### src/rtl/mmm_pkg.sv
package mmm_pkg;
  localparam int DATA_W = 32;
  localparam int ADDR_W = 3;
  localparam int FLAG_W = 4;

  localparam logic [ADDR_W-1:0] OFF_OPA  = 3'd0;
  localparam logic [ADDR_W-1:0] OFF_OPB  = 3'd1;
  localparam logic [ADDR_W-1:0] OFF_CTRL = 3'd2;
  localparam logic [ADDR_W-1:0] OFF_RES  = 3'd3;
  localparam logic [ADDR_W-1:0] OFF_STAT = 3'd4;

  // flag order is part of the status register layout
  typedef struct packed {
    logic ovf;
    logic unf;
    logic zer;
    logic nan;
  } flags_t;
endpackage

### src/rtl/mmm_ctrl.sv
module mmm_ctrl (
  input  logic clk,
  input  logic rst,
  input  logic start_req,
  input  logic eng_done,
  output logic busy,
  output logic start_pulse
);
  always_ff @(posedge clk) begin
    if (rst) begin
      busy        <= 1'b0;
      start_pulse <= 1'b0;
    end else begin
      start_pulse <= start_req;
      if (start_req)
        busy <= 1'b1;
      else if (eng_done && busy)
        busy <= 1'b0;
    end
  end
endmodule

### src/rtl/mmm_regs.sv
module mmm_regs
  import mmm_pkg::*;
#(
  parameter int DW = DATA_W,
  parameter int AW = ADDR_W,
  parameter int FW = FLAG_W
) (
  input  logic          clk,
  input  logic          rst,
  input  logic          wr_en,
  input  logic [AW-1:0] wr_addr,
  input  logic [DW-1:0] wr_data,
  input  logic          cap_en,
  input  logic [DW-1:0] cap_product,
  input  logic [FW-1:0] cap_flags,
  output logic [DW-1:0] op_a,
  output logic [DW-1:0] op_b,
  output logic [DW-1:0] result,
  output logic [FW-1:0] status
);
  localparam int NUM_OPS = 2;
  logic [DW-1:0] ops [NUM_OPS];

  for (genvar i = 0; i < NUM_OPS; i++) begin : g_op
    always_ff @(posedge clk) begin
      if (rst)
        ops[i] <= '0;
      else if (wr_en && wr_addr == AW'(i))
        ops[i] <= wr_data;
    end
  end

  always_ff @(posedge clk) begin
    if (rst) begin
      result <= '0;
      status <= '0;
    end else if (cap_en) begin
      result <= cap_product;
      status <= cap_flags;
    end
  end

  assign op_a = ops[0];
  assign op_b = ops[1];
endmodule

### src/rtl/mmm_rdmux.sv
module mmm_rdmux
  import mmm_pkg::*;
#(
  parameter int DW = DATA_W,
  parameter int AW = ADDR_W,
  parameter int FW = FLAG_W
) (
  input  logic          rd_en,
  input  logic [AW-1:0] rd_addr,
  input  logic [DW-1:0] op_a,
  input  logic [DW-1:0] op_b,
  input  logic          busy,
  input  logic [DW-1:0] result,
  input  logic [FW-1:0] status,
  output logic [DW-1:0] rd_data
);
  always_comb begin
    rd_data = '0;
    if (rd_en) begin
      unique case (rd_addr)
        OFF_OPA:  rd_data = op_a;
        OFF_OPB:  rd_data = op_b;
        OFF_CTRL: rd_data = DW'(busy);
        OFF_RES:  rd_data = result;
        OFF_STAT: rd_data = DW'(status);
        default:  rd_data = '0;
      endcase
    end
  end
endmodule

### src/rtl/mm_mult_slave.sv
module mm_mult_slave
  import mmm_pkg::*;
(
  input  logic              clk,
  input  logic              rst,
  input  logic [ADDR_W-1:0] bus_addr,
  input  logic              bus_read,
  input  logic              bus_write,
  input  logic [DATA_W-1:0] bus_wdata,
  output logic [DATA_W-1:0] bus_rdata,
  output logic              bus_wait,
  output logic              eng_start,
  output logic [DATA_W-1:0] eng_op_a,
  output logic [DATA_W-1:0] eng_op_b,
  input  logic              eng_done,
  input  logic [DATA_W-1:0] eng_product,
  input  logic [FLAG_W-1:0] eng_flags
);
  logic              busy;
  logic              wr_ok;
  logic              start_req;
  logic              cap_en;
  logic [DATA_W-1:0] result;
  logic [FLAG_W-1:0] status;

  // a write is taken only when the bus is not stalled
  assign wr_ok     = bus_write && !busy;
  assign start_req = wr_ok && bus_addr == OFF_CTRL && bus_wdata[0];
  assign cap_en    = busy && eng_done;

  mmm_ctrl u_ctrl (
    .clk         (clk),
    .rst         (rst),
    .start_req   (start_req),
    .eng_done    (eng_done),
    .busy        (busy),
    .start_pulse (eng_start)
  );

  mmm_regs #(.DW(DATA_W), .AW(ADDR_W), .FW(FLAG_W)) u_regs (
    .clk         (clk),
    .rst         (rst),
    .wr_en       (wr_ok),
    .wr_addr     (bus_addr),
    .wr_data     (bus_wdata),
    .cap_en      (cap_en),
    .cap_product (eng_product),
    .cap_flags   (eng_flags),
    .op_a        (eng_op_a),
    .op_b        (eng_op_b),
    .result      (result),
    .status      (status)
  );

  mmm_rdmux #(.DW(DATA_W), .AW(ADDR_W), .FW(FLAG_W)) u_rdmux (
    .rd_en   (bus_read),
    .rd_addr (bus_addr),
    .op_a    (eng_op_a),
    .op_b    (eng_op_b),
    .busy    (busy),
    .result  (result),
    .status  (status),
    .rd_data (bus_rdata)
  );

  assign bus_wait = busy;
endmodule

### config.mk
export PLATFORM = sky130hd
export DESIGN_NAME = mm_mult_slave
export DESIGN_NICKNAME = d
export VERILOG_FILES = /design/src/rtl/mmm_pkg.sv /design/src/rtl/mmm_ctrl.sv /design/src/rtl/mmm_regs.sv /design/src/rtl/mmm_rdmux.sv /design/src/rtl/mm_mult_slave.sv
export SDC_FILE = /design/constraint.sdc
export NUM_CORES = 1
export LEC_CHECK = 0
export BUFFER_PORTS_ARGS = -buffer_cell sky130_fd_sc_hd__buf_2
export CORE_UTILIZATION = 50
export DETAILED_ROUTE_END_ITERATION = 10
export PLACE_DENSITY = 0.81
export SLEW_MARGIN = 10
export SYNTH_ARGS = -nofsm -noshare
export SYNTH_HDL_FRONTEND = slang
export SYNTH_SLANG_ARGS = --single-unit
export TNS_END_PERCENT = 30
### constraint.sdc
create_clock -name clk -period 6.4 [get_ports clk]
set_clock_uncertainty 0.15 [all_clocks]
set_input_delay 0.32 -clock clk [delete_from_list [all_inputs] [get_ports clk]]
set_output_delay 0.32 -clock clk [all_outputs]
set_load 0.01 [all_outputs]
After elaboration in Yosys (flattened, before gate mapping)
Memories as Yosys holds them, arrays and structs flattened.
Cells that the tools add are included.
W data, S select, Z words.
{"block": "classes", "n_eq_ne": 4, "muxes": 14, "bitwise": 2, "reduce_logical": 9}
{"op": "$pmux W32 S5", "count": 1}
{"op": "$mux W32", "count": 3}
{"op": "$mux W1", "count": 10}
{"op": "$eq A3 B2 Y1 const B", "count": 2}
{"op": "$logic_and A1 B1 Y1", "count": 6}
{"op": "$eq A3 B1 Y1 const B", "count": 1}
{"op": "$eq A3 B3 Y1 const B", "count": 1}
{"op": "$logic_not A3 Y1", "count": 1}
{"op": "$or A1 B1 Y1", "count": 2}
{"op": "$reduce_bool A2 Y1", "count": 1}
{"op": "$logic_not A1 Y1", "count": 1}
{"block": "word_totals", "ff_bits": 38, "ram_bits": 64, "in_bits": 76, "out_inout_bits": 98, "wordCells": 34, "n_memories": 1}
{"memory": "u_regs.ops", "words": 2, "width": 32, "read_ports": 2, "rd_clocked_by_memory_dff": 0, "write_ports": 2, "line_no": "mmm_regs.sv:22", "rtl": "logic [DW-1:0] ops [NUM_OPS];"}

Longest topological paths before layout
{"block": "depth", "ltp_word": 7, "ltp_mapped": 6, "mapped_depth_nobuf": 3}

Hierarchy
A second synthesis with hierarchy kept.
{"block": "hier_totals", "cells_unflattened": 428, "area_unflattened_um2": 4773.3}
{"module": "mmm_regs", "n_inst": 1, "cells_each": 262, "area_per_inst_um2": 3687.3, "seq_area_each_um2": 2642.5}
{"module": "mmm_rdmux", "n_inst": 1, "cells_each": 156, "area_per_inst_um2": 992.2, "seq_area_each_um2": 0.0}
{"module": "mmm_ctrl", "n_inst": 1, "cells_each": 6, "area_per_inst_um2": 62.6, "seq_area_each_um2": 40.0}
{"module": "mm_mult_slave", "n_inst": 1, "cells_each": 4, "area_per_inst_um2": 31.3, "seq_area_each_um2": 0.0}

Least setup slack after synthesis
Ideal clock, no wire load.
{"block": "synth_timing", "path_type": "input to register", "start": "input port bus_addr[1]", "end": "memory u_regs.ops[0][0] (netlist bit), enable pin", "setup_ns": 0.428, "arrival_time_ns": 2.546, "required_ns": 5.822, "slack_ns": 3.276, "cell_stages": 3, "n_path_buf": 1, "path_cell_list": "buf_6 > or4b_4 > o21bai_1"}
{"element": "from (decl)", "line_no": "mm_mult_slave.sv:6", "rtl": "input logic [ADDR_W-1:0] bus_addr,"}
{"element": "to (decl)", "line_no": "mmm_regs.sv:22"}

Worst setup path after layout
{"block": "layout_timing", "start": "input port bus_addr[0]", "end": "output port bus_rdata[1]"}
{"block": "layout_via", "elab_chain_cells": 3, "word_cells_on_any_way": 7, "cone_classes": "eq/ne: 4; mux: 2; reduce/logical: 1"}
{"element": "$eq A3 B3 Y1 (tied with other cells)", "line_no": "mmm_rdmux.sv:20", "rtl": "unique case (rd_addr)"}
{"element": "$pmux W32 S5 *", "line_no": "mmm_rdmux.sv:20"}
{"element": "$mux W32 *", "line_no": "mmm_rdmux.sv:19", "rtl": "if (rd_en) begin"}
{"element": "to (decl)", "line_no": "mm_mult_slave.sv:10", "rtl": "output logic [DATA_W-1:0] bus_rdata,"}
Every way passes the cells marked *; elsewhere a longest branch is shown, timed or not.

==> results.tsv <==
stage	metric	value	unit
clock_tree	CTS tree	done	
clock_tree	hold buffers post-CTS	0	
logic_synthesis	Post-synth EDFFs	64	
clock_tree	clock latency on the worst-skew pair	350	ps
logic_synthesis	Syn. warnings	0	
clock_tree	CTS root buffer	clkbuf_8	
worst_setup_path	cell mode on critical path	buf_2	
worst_setup_path	WS Path Type	in -> out	
final_layout	Layout area overhead	22.6	%
worst_setup_path	Critical path origin	bus_addr[0]	
power	PwrDens	218	nW/um2
clock_tree	Num CTS Buffers	9	
drt	Starting DRT DRC Count	124	
power	worst-case vdd ir drop	0.000100	V
worst_setup_path	worst r2r path cells	3	
floorplanning	core area	8890	um2
timing	Fin. Hold Viols	0	
placement	DP HPWL	7680	um
logic_synthesis	sequential share of the synthesized area	57.2	%
floorplanning	Starting Density	52.7	%
clock_tree	CTS Buffer Depth	2	
logic_synthesis	Synth Area in XOR/XNOR	0	%
worst_setup_path	worst-path cell chain	buf_2 > buf_4 > and2_1 > a221oi_1 > a211oi_1 > buf_2	
logic_synthesis	mux cell area share after synthesis	7.34	%
drt	DRC violation count after routing	0	
status	outcome	complete, no violations	
timing	Tcrit/Tclk final	49.5	%
placement	placed cells	678	
worst_setup_path	cell depth of the worst setup path	6	
drt	vias per cell	5.35	
hold_path	Min-Delay Path Class	in -> reg	
drt	Routed Wire Length	11600	um
global_routing	All-Layer GR Usage	24.0	%
floorplanning	Rows	34	
placement	GP Congestion	0.834	
worst_setup_path	R2R Path End	u_regs.ops[1][11]$_SDFFCE_PN0P_	
floorplanning	Top Ports	174	
floorplanning	die width	98.8	um
logic_synthesis	syn avg cell area	11.0	um2
timing	Period minus WS final	3160	ps
logic_synthesis	Simple-Gate Fraction of Synth Area	20.7	%
logic_synthesis	synthesized area	4690	um2
power	Leakage	2.53	nW
flow_run	max-cap violations	0	
clock_tree	H-tree lvl count	3	
worst_setup_path	crit start category	input port	
drt	drt first pass iters	4	
timing	RSZ-0062 raised after global routing	false	
timing	fmax	316	MHz
worst_setup_path	Data arrival, critical path	2690	ps
timing	Final Slew Violations	0	
timing	Worst-Margin Slew	1250	ps
logic_synthesis	predominant post-synthesis flop cell	edfxtp_1	
logic_synthesis	area fraction in compound gates after synthesis	10.5	%
global_routing	global-route wire length before repair	17900	um
global_routing	grt ovf	0	
floorplanning	chip height	98.8	um
timing	Slew HR	16.8	%
final_layout	footprint of the multi-input gates	1830	um2
clock_tree	Num Clock Sinks	102	
logic_synthesis	FFs w/ async S/R, synth	0	%
worst_setup_path	reg2reg start	u_ctrl.busy$_SDFFE_PP0P_	
final_layout	final non-filler cell total	694	
worst_setup_path	CP delay by family, top	simple AND/OR/NAND/NOR gates	
logic_synthesis	register bit total from synthesis	102	
logic_synthesis	Distinct cells, synth	25	
placement	pre-CTS WS	3250	ps
global_routing	initial antenna violation count	0	
drt	via count	3715	
worst_setup_path	crit-path max FO	39	
global_routing	vias in the first global route	3691	
clock_tree	post-cts resize count	0	
worst_setup_path	CP endpoint kind	output port	
worst_setup_path	CP bufs+invs	3	
worst_setup_path	CP peak stage delay	1050	ps
final_layout	ant diodes	0	
global_routing	largest net degree at the start of global routing	43	
final_layout	# fillers	704	
timing	Final Setup Violations	0	
logic_synthesis	post-synthesis adder-cell area fraction	0	%
drt	final antenna-violating net count	0	
worst_setup_path	worst setup path end	bus_rdata[1]	
floorplanning	die area	9770	um2
timing	final worst slack	3240	ps
worst_setup_path	slowest stage cell, crit path	and2_1	
final_layout	layout cells sized above 1	34.3	%
final_layout	FF/Latch Area	2680	um2
logic_synthesis	largest family of logic cells by synthesized area	simple AND/OR/NAND/NOR gates	
timing	setup_tns	0	ps
drt	Wirelength per Cell	16.7	um
placement	port buffer count	173	
clock_tree	Clock Pin Slew Worst Setup and Hold Paths	100	ps
final_layout	nets	657	
logic_synthesis	Post-Syn Nets	504	
clock_tree	Setup Buffers After CTS	0	
worst_setup_path	WP data required	5930	ps
worst_setup_path	FF-to-FF setup slack	3930	ps
logic_synthesis	Syn Inst Count	428	
metal layers:
metal / global-route usage [%] / part of all wire [%]
met4: 8.50 / 1.1
met3: 5.53 / 6.4
met1: 30.8 / 44
met5: 0 / 0
met2: 39.8 / 49
cell type report:
cell class              instances  area share (%)
clock buffers                   9            2.15
multi-input cells             289            31.9
repair buffers                176            15.5
clock inverters                 7            1.28
flip-flops and latches        102            46.7
inverters                       3           0.196
well taps                     108            2.35
cells in the mapped netlist (3+ instances only):
master,n,area [um2]
and2_1,94,588
nand2_1,76,285
edfxtp_1,64,1920
dfxtp_1,38,761
a21oi_1,37,185
mux2i_1,31,310
o2bb2ai_1,28,245
clkbuf_1,22,82.6
buf_6,7,78.8
buf_2,5,25.0
inv_1,3,11.3
mux2_2,3,33.8
nor2_1,3,11.3
flip-flops by register name, summed over array words and instances, names as in the netlist:
name	flops
u_regs.result	32
u_ctrl.start_pulse	1
u_regs.ops	64
u_regs.status	4
u_ctrl.busy	1
stage by stage:
stage          area (um2)  utilization (%)  hold WS, ps  power [mW]
2_1_floorplan        4690                -          283       0.802
4_1_cts              5750             64.7         23.1        1.26
3_5_place_dp         5550             62.4          298       0.860
5_1_grt              5750             64.7         22.0        1.30
3_3_place_gp         5550             62.4          290       0.858
6_report             5750             64.7         35.4        1.25
cells by family (layout without fill, tap and decap cells):
family | after synthesis | in the layout
simple gates | 182 | 182
buf+inv | 37 | 195
compound gates | 73 | 73
flops | 102 | 102
mux | 34 | 34
worst min-delay path by stage:
stage | startpoint | end | cells after the start
global placement | u_regs.status[0]$_SDFFE_PP0P_ | u_regs.status[0]$_SDFFE_PP0P_ | 2
finish | eng_product[3] | u_regs.result[3]$_SDFFE_PP0P_ | 3
CTS | eng_product[3] | u_regs.result[3]$_SDFFE_PP0P_ | 3
detailed placement | u_regs.result[9]$_SDFFE_PP0P_ | u_regs.result[9]$_SDFFE_PP0P_ | 2
floorplan | u_regs.status[0]$_SDFFE_PP0P_ | u_regs.status[0]$_SDFFE_PP0P_ | 2
global route | eng_product[28] | u_regs.result[28]$_SDFFE_PP0P_ | 3
worst reg2reg max path, cell delays in order (launching register included):
cell     delay (ps)
dfxtp_1         370
or4b_4          630
nor3_4          930
and2_1          260
where the power goes:
part / switching (mW) / internal (mW)
registers: 0.00826 / 0.715
logic: 0.0725 / 0.0490
clock network: 0.226 / 0.182
total: 0.306 / 0.946
cell usage in the layout (no fill, tap or decap), types with 3 or more instances in the layout:
cell,netlist,final
a21oi_1,37,37
and2_1,94,94
buf_2,5,173
buf_4,0,3
clkbuf_8,0,9
dfxtp_1,38,38
edfxtp_1,64,64
inv_1,3,3
mux2_2,3,3
mux2i_1,31,31
nand2_1,76,76
o2bb2ai_1,28,28
Power figures use the tool's default switching activity.
